[src/rtl/bba_pkg.sv]
package bba_pkg;

    typedef enum logic [1:0] {
        STEP_HOLD = 2'd0,
        STEP_UP   = 2'd1,
        STEP_DOWN = 2'd2
    } step_e;

    typedef struct packed {
        logic samp_a;
        logic samp_b;
    } probe_t;

    // A set with B clear: START is early, so lengthen its path.
    // Both set: START is late, so shorten it. Otherwise no action.
    function automatic step_e decode_step(probe_t p);
        step_e s;
        if (p.samp_a && !p.samp_b)
            s = STEP_UP;
        else if (p.samp_a && p.samp_b)
            s = STEP_DOWN;
        else
            s = STEP_HOLD;
        return s;
    endfunction

endpackage

[src/rtl/bba_sync.sv]
module bba_sync #(
    parameter int W      = 2,
    parameter int STAGES = 2
) (
    input  logic         clk,
    input  logic         rst,
    input  logic [W-1:0] d,
    output logic [W-1:0] q
);
    logic [W-1:0] stg [STAGES];

    always_ff @(posedge clk) begin
        if (rst) stg[0] <= '0;
        else     stg[0] <= d;
    end

    for (genvar i = 1; i < STAGES; i++) begin : g_stage
        always_ff @(posedge clk) begin
            if (rst) stg[i] <= '0;
            else     stg[i] <= stg[i-1];
        end
    end

    assign q = stg[STAGES-1];
endmodule

[src/rtl/bba_tapctl.sv]
module bba_tapctl
    import bba_pkg::*;
#(
    parameter int NUM_TAPS = 32,
    localparam int TAP_W   = $clog2(NUM_TAPS)
) (
    input  logic             clk,
    input  logic             rst,
    input  step_e            step,
    output logic [TAP_W-1:0] tap,
    output logic             inc,
    output logic             dec
);
    localparam logic [TAP_W-1:0] TAP_MAX = TAP_W'(NUM_TAPS - 1);
    localparam logic [TAP_W-1:0] TAP_MID = TAP_W'(NUM_TAPS / 2);

    always_ff @(posedge clk) begin
        if (rst) begin
            tap <= TAP_MID;
            inc <= 1'b0;
            dec <= 1'b0;
        end else begin
            inc <= 1'b0;
            dec <= 1'b0;
            case (step)
                STEP_UP: if (tap != TAP_MAX) begin
                    tap <= tap + TAP_W'(1);
                    inc <= 1'b1;
                end
                STEP_DOWN: if (tap != '0) begin
                    tap <= tap - TAP_W'(1);
                    dec <= 1'b1;
                end
                default: ;
            endcase
        end
    end
endmodule

[src/rtl/bba_lock.sv]
module bba_lock #(
    parameter int LOCK_CYCLES = 16,
    localparam int CNT_W      = $clog2(LOCK_CYCLES + 1)
) (
    input  logic clk,
    input  logic rst,
    input  logic adj,
    output logic locked
);
    localparam logic [CNT_W-1:0] CNT_TOP = CNT_W'(LOCK_CYCLES);
    logic [CNT_W-1:0] quiet;

    always_ff @(posedge clk) begin
        if (rst)                 quiet <= '0;
        else if (adj)            quiet <= '0;
        else if (quiet != CNT_TOP) quiet <= quiet + CNT_W'(1);
    end

    assign locked = (quiet == CNT_TOP);
endmodule

[src/rtl/bba_phase_align.sv]
module bba_phase_align
    import bba_pkg::*;
#(
    parameter int NUM_TAPS    = 32,
    parameter int LOCK_CYCLES = 16,
    parameter int SYNC_STAGES = 2,
    localparam int TAP_W      = $clog2(NUM_TAPS)
) (
    input  logic             clk,
    input  logic             rst,
    input  logic             lat_a,
    input  logic             lat_b,
    output logic [TAP_W-1:0] tap_o,
    output logic             tap_inc,
    output logic             tap_dec,
    output logic             locked
);
    probe_t raw_pair;
    probe_t sync_pair;
    logic [1:0] sync_q;
    step_e step;

    assign raw_pair = '{samp_a: lat_a, samp_b: lat_b};

    bba_sync #(.W(2), .STAGES(SYNC_STAGES)) u_sync (
        .clk (clk),
        .rst (rst),
        .d   (raw_pair),
        .q   (sync_q)
    );

    assign sync_pair = probe_t'(sync_q);
    assign step      = decode_step(sync_pair);

    bba_tapctl #(.NUM_TAPS(NUM_TAPS)) u_tap (
        .clk  (clk),
        .rst  (rst),
        .step (step),
        .tap  (tap_o),
        .inc  (tap_inc),
        .dec  (tap_dec)
    );

    bba_lock #(.LOCK_CYCLES(LOCK_CYCLES)) u_lock (
        .clk    (clk),
        .rst    (rst),
        .adj    (tap_inc | tap_dec),
        .locked (locked)
    );
endmodule

[config.mk]
export PLATFORM = sky130hd
export DESIGN_NAME = bba_phase_align
export DESIGN_NICKNAME = d
export VERILOG_FILES = /design/src/rtl/bba_pkg.sv /design/src/rtl/bba_sync.sv /design/src/rtl/bba_tapctl.sv /design/src/rtl/bba_lock.sv /design/src/rtl/bba_phase_align.sv
export SDC_FILE = /design/constraint.sdc
export NUM_CORES = 1
export LEC_CHECK = 0
export ABC_CLOCK_PERIOD_IN_PS = 4350
export BUFFER_PORTS_ARGS = -buffer_cell sky130_fd_sc_hd__buf_2
export CAP_MARGIN = 25
export CORE_MARGIN = 1
export CORE_UTILIZATION = 57
export CTS_CLUSTER_SIZE = 20
export DETAILED_ROUTE_END_ITERATION = 7
export GPL_ROUTABILITY_DRIVEN = 0
export HOLD_SLACK_MARGIN = 0.05
export MAX_ROUTING_LAYER = met4
export PLACE_DENSITY_LB_ADDON = 0.25
export SLEW_MARGIN = 20
export SYNTH_ARGS = -nofsm -noshare
export SYNTH_HDL_FRONTEND = slang
export SYNTH_HIERARCHICAL = 1
export SYNTH_SLANG_ARGS = --single-unit
[constraint.sdc]
create_clock -name clk -period 4.35 [get_ports clk]
set_clock_uncertainty 0.2 [all_clocks]
set_input_delay 0 -clock clk [delete_from_list [all_inputs] [get_ports clk]]
set_output_delay 0 -clock clk [all_outputs]
set_load 0.005 [all_outputs]
### After elaboration in Yosys (flattened, before gate mapping)

Memory sizes are Yosys's and may differ from the RTL's.
Index checks and enable logic that the tools add are counted.

* register bits after elaboration: 12
* bits in latches: 0
* memory bits (writable): 4
* ROM bits: 0
* input port bits: 4
* output and inout bits: 8
* logic and storage cells: 41
* memories kept: 1

* add/subtract/negate cells: 3
* multiply operators: 0
* divide/modulo/power cells: 0
* $lt $le $gt $ge: 0
* eq/ne operators: 7
* shift operators: 0
* multiplexer cells: 12
* bitwise gates (word level): 5
* reduce and logical (&&, ||, !) cells: 9

Memory list
* u_sync.stg: words 2, bits a word 2, read ports 2, clocked after memory_dff 0, wr ports 2, line bba_sync.sv:10 `logic [W-1:0] stg [STAGES];`

Operators by type and width (count)
* 5-bit by 1-bit adder with 5-bit output (second input constant): 2
* 5-bit 2-to-1 mux: 2
* 5-bit != test (second input constant): 2
* 5-bit one-hot mux with 2 select lines: 1
* 2-bit 2-to-1 mux: 4
* 2-bit OR reduction: 3
* 5-bit == test (second input constant): 1
* 1-bit 2-to-1 mux: 5
* 5-bit nonzero test: 1
* 5-bit by 1-bit subtractor with 5-bit output (second input constant): 1
* 2-bit by 1-bit != test with 1-bit output (second input constant): 2
* 1-bit bitwise OR: 3
* 3-bit AND reduction: 1
* 2-bit by 1-bit == test with 1-bit output (second input constant): 1
* 2-bit == test (second input constant): 1
* 1-bit logical AND: 2
* 1-bit NOT: 2
* 2-bit nonzero test: 1
* 1-bit zero test: 1

### Logic depth before layout (Yosys ltp)

Gate-level depths: netlist of the first run.

* depth in word-level cells: 6
* depth in mapped cells: 9
* depth with buffers taken out: 8

### Cells and area by module

The synthesis of the first run kept the hierarchy.

By module, submodules not included
* bba_tapctl: times used 1, cells an instance 54, area an instance 450.4 µm², sequential area each 140.1 µm²
* bba_lock: times used 1, cells an instance 23, area an instance 232.7 µm², sequential area each 100.1 µm²
* bba_sync: times used 1, cells an instance 8, area an instance 105.1 µm², sequential area each 80.1 µm²
* bba_phase_align: times used 1, cells an instance 3, area an instance 22.5 µm², sequential area each 0.0 µm²

### Worst setup path before layout of the first run

Ideal clock, no wire load.

* kind: flip-flop to flip-flop
* start: memory u_sync.stg[1][0]
* end: register u_tap.tap[2]
* library setup time: 0.121 ns
* arrival: 1.667 ns
* data required time: 4.029 ns
* slack: 2.362 ns
* cell stages (with the launch flop): 10
* buffers on the path: 1
* period minus slack after synthesis: 1.988 ns
* cell sequence: dfxtp_1 -> and2b_2 -> nand2b_4 -> buf_6 -> xnor2_1 -> ha_1 -> nor2_1 -> mux2i_1 -> a21oi_1 -> mux2_2

RTL lines
* from (decl): line bba_sync.sv:10
* to (signal assigned): line bba_tapctl.sv:27 `tap <= tap + TAP_W'(1);`
* to (signal assigned): line bba_tapctl.sv:31 `tap <= tap - TAP_W'(1);`
* to (decl): line bba_tapctl.sv:10 `output logic [TAP_W-1:0] tap,`

==> impl_results.md, run 1 <==
- Status: completed
- Cell Area, Synth: 811 um^2
- TritonCTS buffer count: 3
- Average wire per standard cell: 12.9 um
- TritonCTS Sinks: 16
- HP Class: reg -> reg
- Synth Net Count: 96
- Buffers on Ports: 11
- Htree depth: 1
- Max-cap viol count: 0
- Die Area: 1580 um^2
- Critical path's largest stage delay: 0.33 ns
- Die Wd: 39.7 um
- Post-synthesis sequential element count: 16
- NumNets Final: 114
- Initial Util: 61.5%
- WHS Path Cells: 1
- RSZ-0062 raised after global routing: false
- Most frequent cells in the layout: 16 x dfxtp_1, 11 x buf_2, 8 x nor3_1, 8 x nor2_1
- Setup_tns: 0 ns
- Cell Pwr Density: 277 nW/um^2
- CP max stage cell: dfxtp_1
- Reg2Reg Setup Slack: 2.30 ns
- Crit-path cells: and2b_2 > nand2b_4 > xnor2_1 > ha_1 > o31a_1 > nor3_1 > o22ai_1 > mux2i_1
- Distinct cells, synth: 36
- Leak: 0.424 nW
- CP endpoint kind: flop
- # IOs: 12
- First-pass DRT Iterations: 4
- Final hold violations: 0
- Crit path kind: reg -> reg
- VDD IR-drop max: 0.250 mV
- Final setup fails: 0
- Number of global-route vias before repair: 598
- Crit share post-route: 47.1%
- # hold bufs at CTS: 5
- Average cell area after synthesis: 9.21 um^2
- Gate Count Post-Synth: 88
- Crit path max-delay family: simple AND/OR/NAND/NOR gates
- Worst Max-Slew Pin Slew: 0.357 ns
- Clock tree buffer depth: 2
- First-pass GRT wire length: 2.46 mm
- CTS tree: done
- Final Core Density: 71.1%
- Crit path required time: 4.32 ns
- Root Driver: clkbuf_4
- Startpoint types: flop
- Largest net degree at the start of global routing: 18
- Chip Height: 39.7 um
- Initial antenna violation count: 0
- Fill cells: 106
- # DRC: 0
- # rows: 13
- Tot GR Track Use: 24.7%
- Peak fanout along the critical path: 7
- Initial drt markers: 23
- Final hold slack: 0.243 ns
- Core area: 1320 um^2
- Slew Viols, Final: 0
- Arr. time, crit path: 2.01 ns
- Postcts setup bufs: 0
- Area Overhead vs Synth: 15.6%
- Sequential cell area: 320 um^2
- R2R Path End: u_tap/tap[4]
- Most common cell after layout, fill and taps aside: dfxtp_1
- Global route overflow: 0
- Share of cells above drive strength 1: 21.2%
- ANT nets after route: 0
- Sequential area share after synthesis: 39.5%
- Min Tclk post-route: 2.05 ns
- Resized cells post-CTS: 0
- Vias per cell: 5.55
- Yosys warns: 6
- Area taken by multi-input logic gates: 452 um^2
- Relative slew slack: 76.0%
- Post-DP HPWL: 1.05 mm
- Worst-path clk slew: 0.08 ns
- Clk_lat worst skew: 0.28 ns
- Reg2reg start: u_sync/stg[1][0]
- Vias: 660
- Fmax: 0.488 GHz
- Hold EP: u_sync/stg[1][1]
- R2R depth: 8
- Buffer and inverter count on the worst path: 0
- WL final: 1.53 mm
- N_diodes: 0
- Hold Path Origin: u_sync/stg[0][1]
[worst register-to-register path, stage by stage, from the launching register on]
cell      delay, ns
dfxtp_1        0.33
and2b_2        0.22
nand2b_4       0.18
xnor2_1        0.14
ha_1           0.23
o31a_1         0.26
nor3_1         0.13
o22ai_1        0.12
mux2i_1        0.14
[cell type report]
cell class                      instances  area share, %
Clock buffer                            3           2.40
Multi-Input combinational cell         64           48.2
Inverter                                5           2.00
Sequential cell                        16           34.2
Tap cell                               15           2.00
Timing Repair Buffer                   16           11.2
[state kept, by name, indices dropped and copies added (netlist names)]
name and cells:
u_lock/quiet 5, u_tap/dec 1, u_sync/stg 4, u_tap/inc 1, u_tap/tap 5
[metrics by stage]
step / power [W] / cells / worst slack (ns) / instance area (um^2)
final: 0.000260 / 119 / 2.30 / 937
after global routing: 0.000275 / 119 / 2.19 / 937
after detailed placement: 0.000186 / 111 / 2.33 / 865
after floorplan: 0.000178 / 88 / 2.36 / 811
after global placement: 0.000185 / 111 / 2.39 / 865
after CTS: 0.000262 / 119 / 2.31 / 937
[report_power, final]
part           switching (W)   total, W  internal [W]
Clock              0.0000412  0.0000733     0.0000321
Combinational      0.0000137  0.0000288     0.0000150
Sequential        0.00000534   0.000158      0.000152
[Yosys cell counts]
cell      instances  area share [%]
a21o_2            1             1.1
dfxtp_1          16              40
nor3_1            8             4.9
xnor2_1           3             3.2
inv_1             4             1.9
a31oi_1           1            0.77
nand4_1           1            0.77
and2_2            1            0.93
nand2b_4          1             1.7
o31a_1            1             1.1
buf_2             1            0.62
xor2_1            2             2.2
o211a_1           1             1.2
a21boi_0          1            0.93
mux2i_1           3             3.7
a311oi_1          1             1.1
o21ba_1           1             1.2
ha_1              4             6.2
buf_1             1            0.46
o21a_1            1            0.93
nand2_1           1            0.46
nor2_1            8             3.7
a211oi_1          1            0.93
o21ai_1           1            0.62
inv_2             1            0.46
nand3_1           3             1.9
buf_6             1             1.4
o21ai_0           2             1.2
o22ai_1           1            0.77
mux2_2            1             1.4
or3_1             2             1.5
and2b_2           2             2.2
nor2b_1           5             3.9
a21oi_1           4             2.5
or2_1             1            0.77
and4bb_4          1             2.0
[layer usage]
metal | routed length, um | up-vias | global-route usage (%) | part of all wire, %
li1 | - | 342 | - | -
met1 | 709 | 301 | 27.6 | 46
met2 | 739 | 17 | 41.0 | 48
met3 | 83 | 0 | 10.2 | 5.4
met4 | 0 | 0 | 5.17 | 0
met5 | 0 | - | - | 0
[worst max path at each step]
| stage | slack (ns) | cells after the start | from | endpoint |
|---|---|---|---|---|
| after floorplan | 2.36 | 9 | u_sync/stg[1][0] | u_tap/tap[2] |
| after global placement | 2.39 | 8 | u_sync/stg[1][0] | u_tap/tap[4] |
| after detailed placement | 2.33 | 8 | u_sync/stg[1][0] | u_tap/tap[2] |
| after CTS | 2.31 | 8 | u_sync/stg[1][0] | u_tap/tap[2] |
| after global routing | 2.19 | 8 | u_sync/stg[1][0] | u_tap/tap[2] |
| final | 2.30 | 8 | u_sync/stg[1][0] | u_tap/tap[4] |
[cells by family (layout without fill, tap and decap cells)]
family	count (synthesis)	in the layout	synth area share [%]
simple gates	34	34	24.7
compound gates	17	17	14.4
flops	16	16	39.5
buf+inv	8	24	4.78
xor+xnor	5	5	5.40
fa+ha+maj	4	4	6.17
mux	4	4	5.09
(Power assumes the default switching activity.)
==> run 2: changes to the inputs <==
--- a/config.mk
+++ b/config.mk
@@ -5,11 +5,11 @@
 export SDC_FILE = /design/constraint.sdc
 export NUM_CORES = 1
 export LEC_CHECK = 0
-export ABC_CLOCK_PERIOD_IN_PS = 4350
+export ABC_CLOCK_PERIOD_IN_PS = 2100
 export BUFFER_PORTS_ARGS = -buffer_cell sky130_fd_sc_hd__buf_2
 export CAP_MARGIN = 25
 export CORE_MARGIN = 1
-export CORE_UTILIZATION = 57
+export CORE_UTILIZATION = 53
 export CTS_CLUSTER_SIZE = 20
 export DETAILED_ROUTE_END_ITERATION = 7
 export GPL_ROUTABILITY_DRIVEN = 0
==> constraint.sdc (replaced) <==
create_clock -name clk -period 2.1 [get_ports clk]
set_clock_uncertainty 0.2 [all_clocks]
set_input_delay 0 -clock clk [delete_from_list [all_inputs] [get_ports clk]]
set_output_delay 0 -clock clk [all_outputs]
set_load 0.005 [all_outputs]
==> impl_results.md, run 2 (synthesis results as in run 1) <==
- Status: completed (unchanged)
- Clk_lat worst skew: 0.28 ns (about the same)
- Core area: 1370 um^2 (was 1320 um^2)
- Final Core Density: 70.2% (was 71.1%)
- Final setup fails: 0 (unchanged)
- Max-cap viol count: 0 (unchanged)
- # DRC: 0 (unchanged)
- Final hold slack: 0.244 ns (was 0.243 ns)
- TritonCTS buffer count: 3 (unchanged)
- Crit path max-delay family: simple AND/OR/NAND/NOR gates (unchanged)
- Peak fanout along the critical path: 7 (unchanged)
- Critical path's largest stage delay: 0.34 ns (was 0.33 ns)
- Average wire per standard cell: 12.9 um (about the same)
- ANT nets after route: 0 (unchanged)
- Htree depth: 1 (unchanged)
- Clock tree buffer depth: 2 (unchanged)
- Crit share post-route: 95.2% (was 47.1%)
- CTS tree: done (unchanged)
- Fmax: 0.500 GHz (was 0.488 GHz)
- Root Driver: clkbuf_4 (unchanged)
- Worst slack, placed: 0.0873 ns (was 2.33 ns)
- Initial Util: 59.3% (was 61.5%)
- Fin cells: 120 (was 119)
- Most frequent cells in the layout: 16 x dfxtp_1, 11 x buf_2, 8 x nor3_1, 8 x nor2_1 (unchanged)
- Buffer and inverter count on the worst path: 0 (unchanged)
- WL final: 1.55 mm (was 1.53 mm)
- Relative slew slack: 77.1% (was 76.0%)
- Area Overhead vs Synth: 18.4% (was 15.6%)
- Crit path kind: reg -> reg (unchanged)
- Startpoint types: flop (unchanged)
- Top flop regs: u_lock/quiet: 5 flops, u_tap/tap: 5 flops, u_sync/stg: 4 flops (unchanged)
- Cell Pwr Density: 611 nW/um^2 (was 277 nW/um^2)
- Min Tclk post-route: 2.00 ns (was 2.05 ns)
- Initial drt markers: 15 (was 23)
- Initial antenna violation count: 0 (unchanged)
- Die Area: 1690 um^2 (was 1580 um^2)
- Largest net degree at the start of global routing: 18 (unchanged)
- NumNets Final: 114 (unchanged)
- # IOs: 12 (unchanged)
- Worst Max-Slew Pin Slew: 0.344 ns (was 0.357 ns)
- Most common cell after layout, fill and taps aside: dfxtp_1 (unchanged)
- Share of cells above drive strength 1: 23.8% (was 21.2%)
- Die Wd: 41.1 um (was 39.7 um)
- Slew Viols, Final: 0 (unchanged)
- Crit path required time: 2.08 ns (was 4.32 ns)
- Chip Height: 41.1 um (was 39.7 um)
- Postcts setup bufs: 0 (unchanged)
- TritonCTS Sinks: 16 (unchanged)
- Final hold violations: 0 (unchanged)
- # rows: 13 (unchanged)
- Buffers on Ports: 11 (unchanged)
- First-pass GRT wire length: 2.30 mm (was 2.46 mm)
- Global route overflow: 0 (unchanged)
- Vias per cell: 5.76 (was 5.55)
- CP endpoint kind: flop (unchanged)
- Worst-path clk slew: 0.09 ns (was 0.08 ns)
- Post-DP HPWL: 1.06 mm (was 1.05 mm)
- CP max stage cell: mux2_2 (was dfxtp_1)
- Leak: 0.429 nW (was 0.424 nW)
- Total power: 0.000587 W (was 0.000260 W)
- Arr. time, crit path: 1.98 ns (was 2.01 ns)
- VDD IR-drop max: 0.546 mV (was 0.250 mV)
- Crit-path cells: and2b_2 > nand2b_4 > xnor2_1 > ha_2 > nor2_1 > mux2i_1 > a21oi_1 > mux2_2 (was and2b_2 > nand2b_4 > xnor2_1 > ha_1 > o31a_1 > nor3_1 > o22ai_1 > mux2i_1)
- Placed Cells: 111 (unchanged)
- Worst setup margin: 0.100 ns (was 2.30 ns)
- N_diodes: 0 (unchanged)
- First-pass DRT Iterations: 4 (unchanged)
- Tot GR Track Use: 22.1% (was 24.7%)
- Number of global-route vias before repair: 553 (was 598)
- HP Class: reg -> reg (unchanged)
- Vias: 691 (was 660)
## run 2: layout make-up
class / count / area, um^2
Multi-Input combinational cell: 64 / 460
Fill cell: 116 / 407
Sequential cell: 16 / 320
Timing Repair Buffer: 16 / 105
Clock buffer: 4 / 36.3
Inverter: 5 / 18.8
Tap cell: 15 / 18.8
## run 2: worst paths after layout
check                           slack [ns]  cells after the start               end              from
worst max-delay path                   0.1                      8      u_tap/tap[2]  u_sync/stg[1][0]
worst min-delay path                  0.24                      1  u_sync/stg[1][1]  u_sync/stg[0][1]
worst max register to register         0.1                      8      u_tap/tap[2]  u_sync/stg[1][0]
worst min register to register        0.24                      1  u_sync/stg[1][1]  u_sync/stg[0][1]
## run 2: what timing repair did
action	4_1_cts	5_1_grt
hold buffers	5	0
endpoints found under the setup margin	0	2
hold endpoints to repair	15	0
resized for setup	0	2
## run 2: metrics by stage
step | instance area, um^2 | TNS, ns
2_1_floorplan | 811 | 0
3_3_place_gp | 865 | 0
3_5_place_dp | 865 | 0
4_1_cts | 951 | 0
5_1_grt | 960 | -0.00362
6_report | 960 | 0
## run 2: where the power goes
group,switching (W),internal [W]
logic,0.0000298,0.0000318
registers,0.0000109,0.000316
clock network,0.0000932,0.000105
## run 2: metal layers
metal | up-vias | share of wire (%) | global-route usage [%]
met1 | 311 | 47 | 26.3
met3 | 2 | 7.4 | 9.78
li1 | 343 | - | -
met5 | - | 0 | -
met2 | 35 | 45 | 33.2
met4 | 0 | 0.84 | 7.26
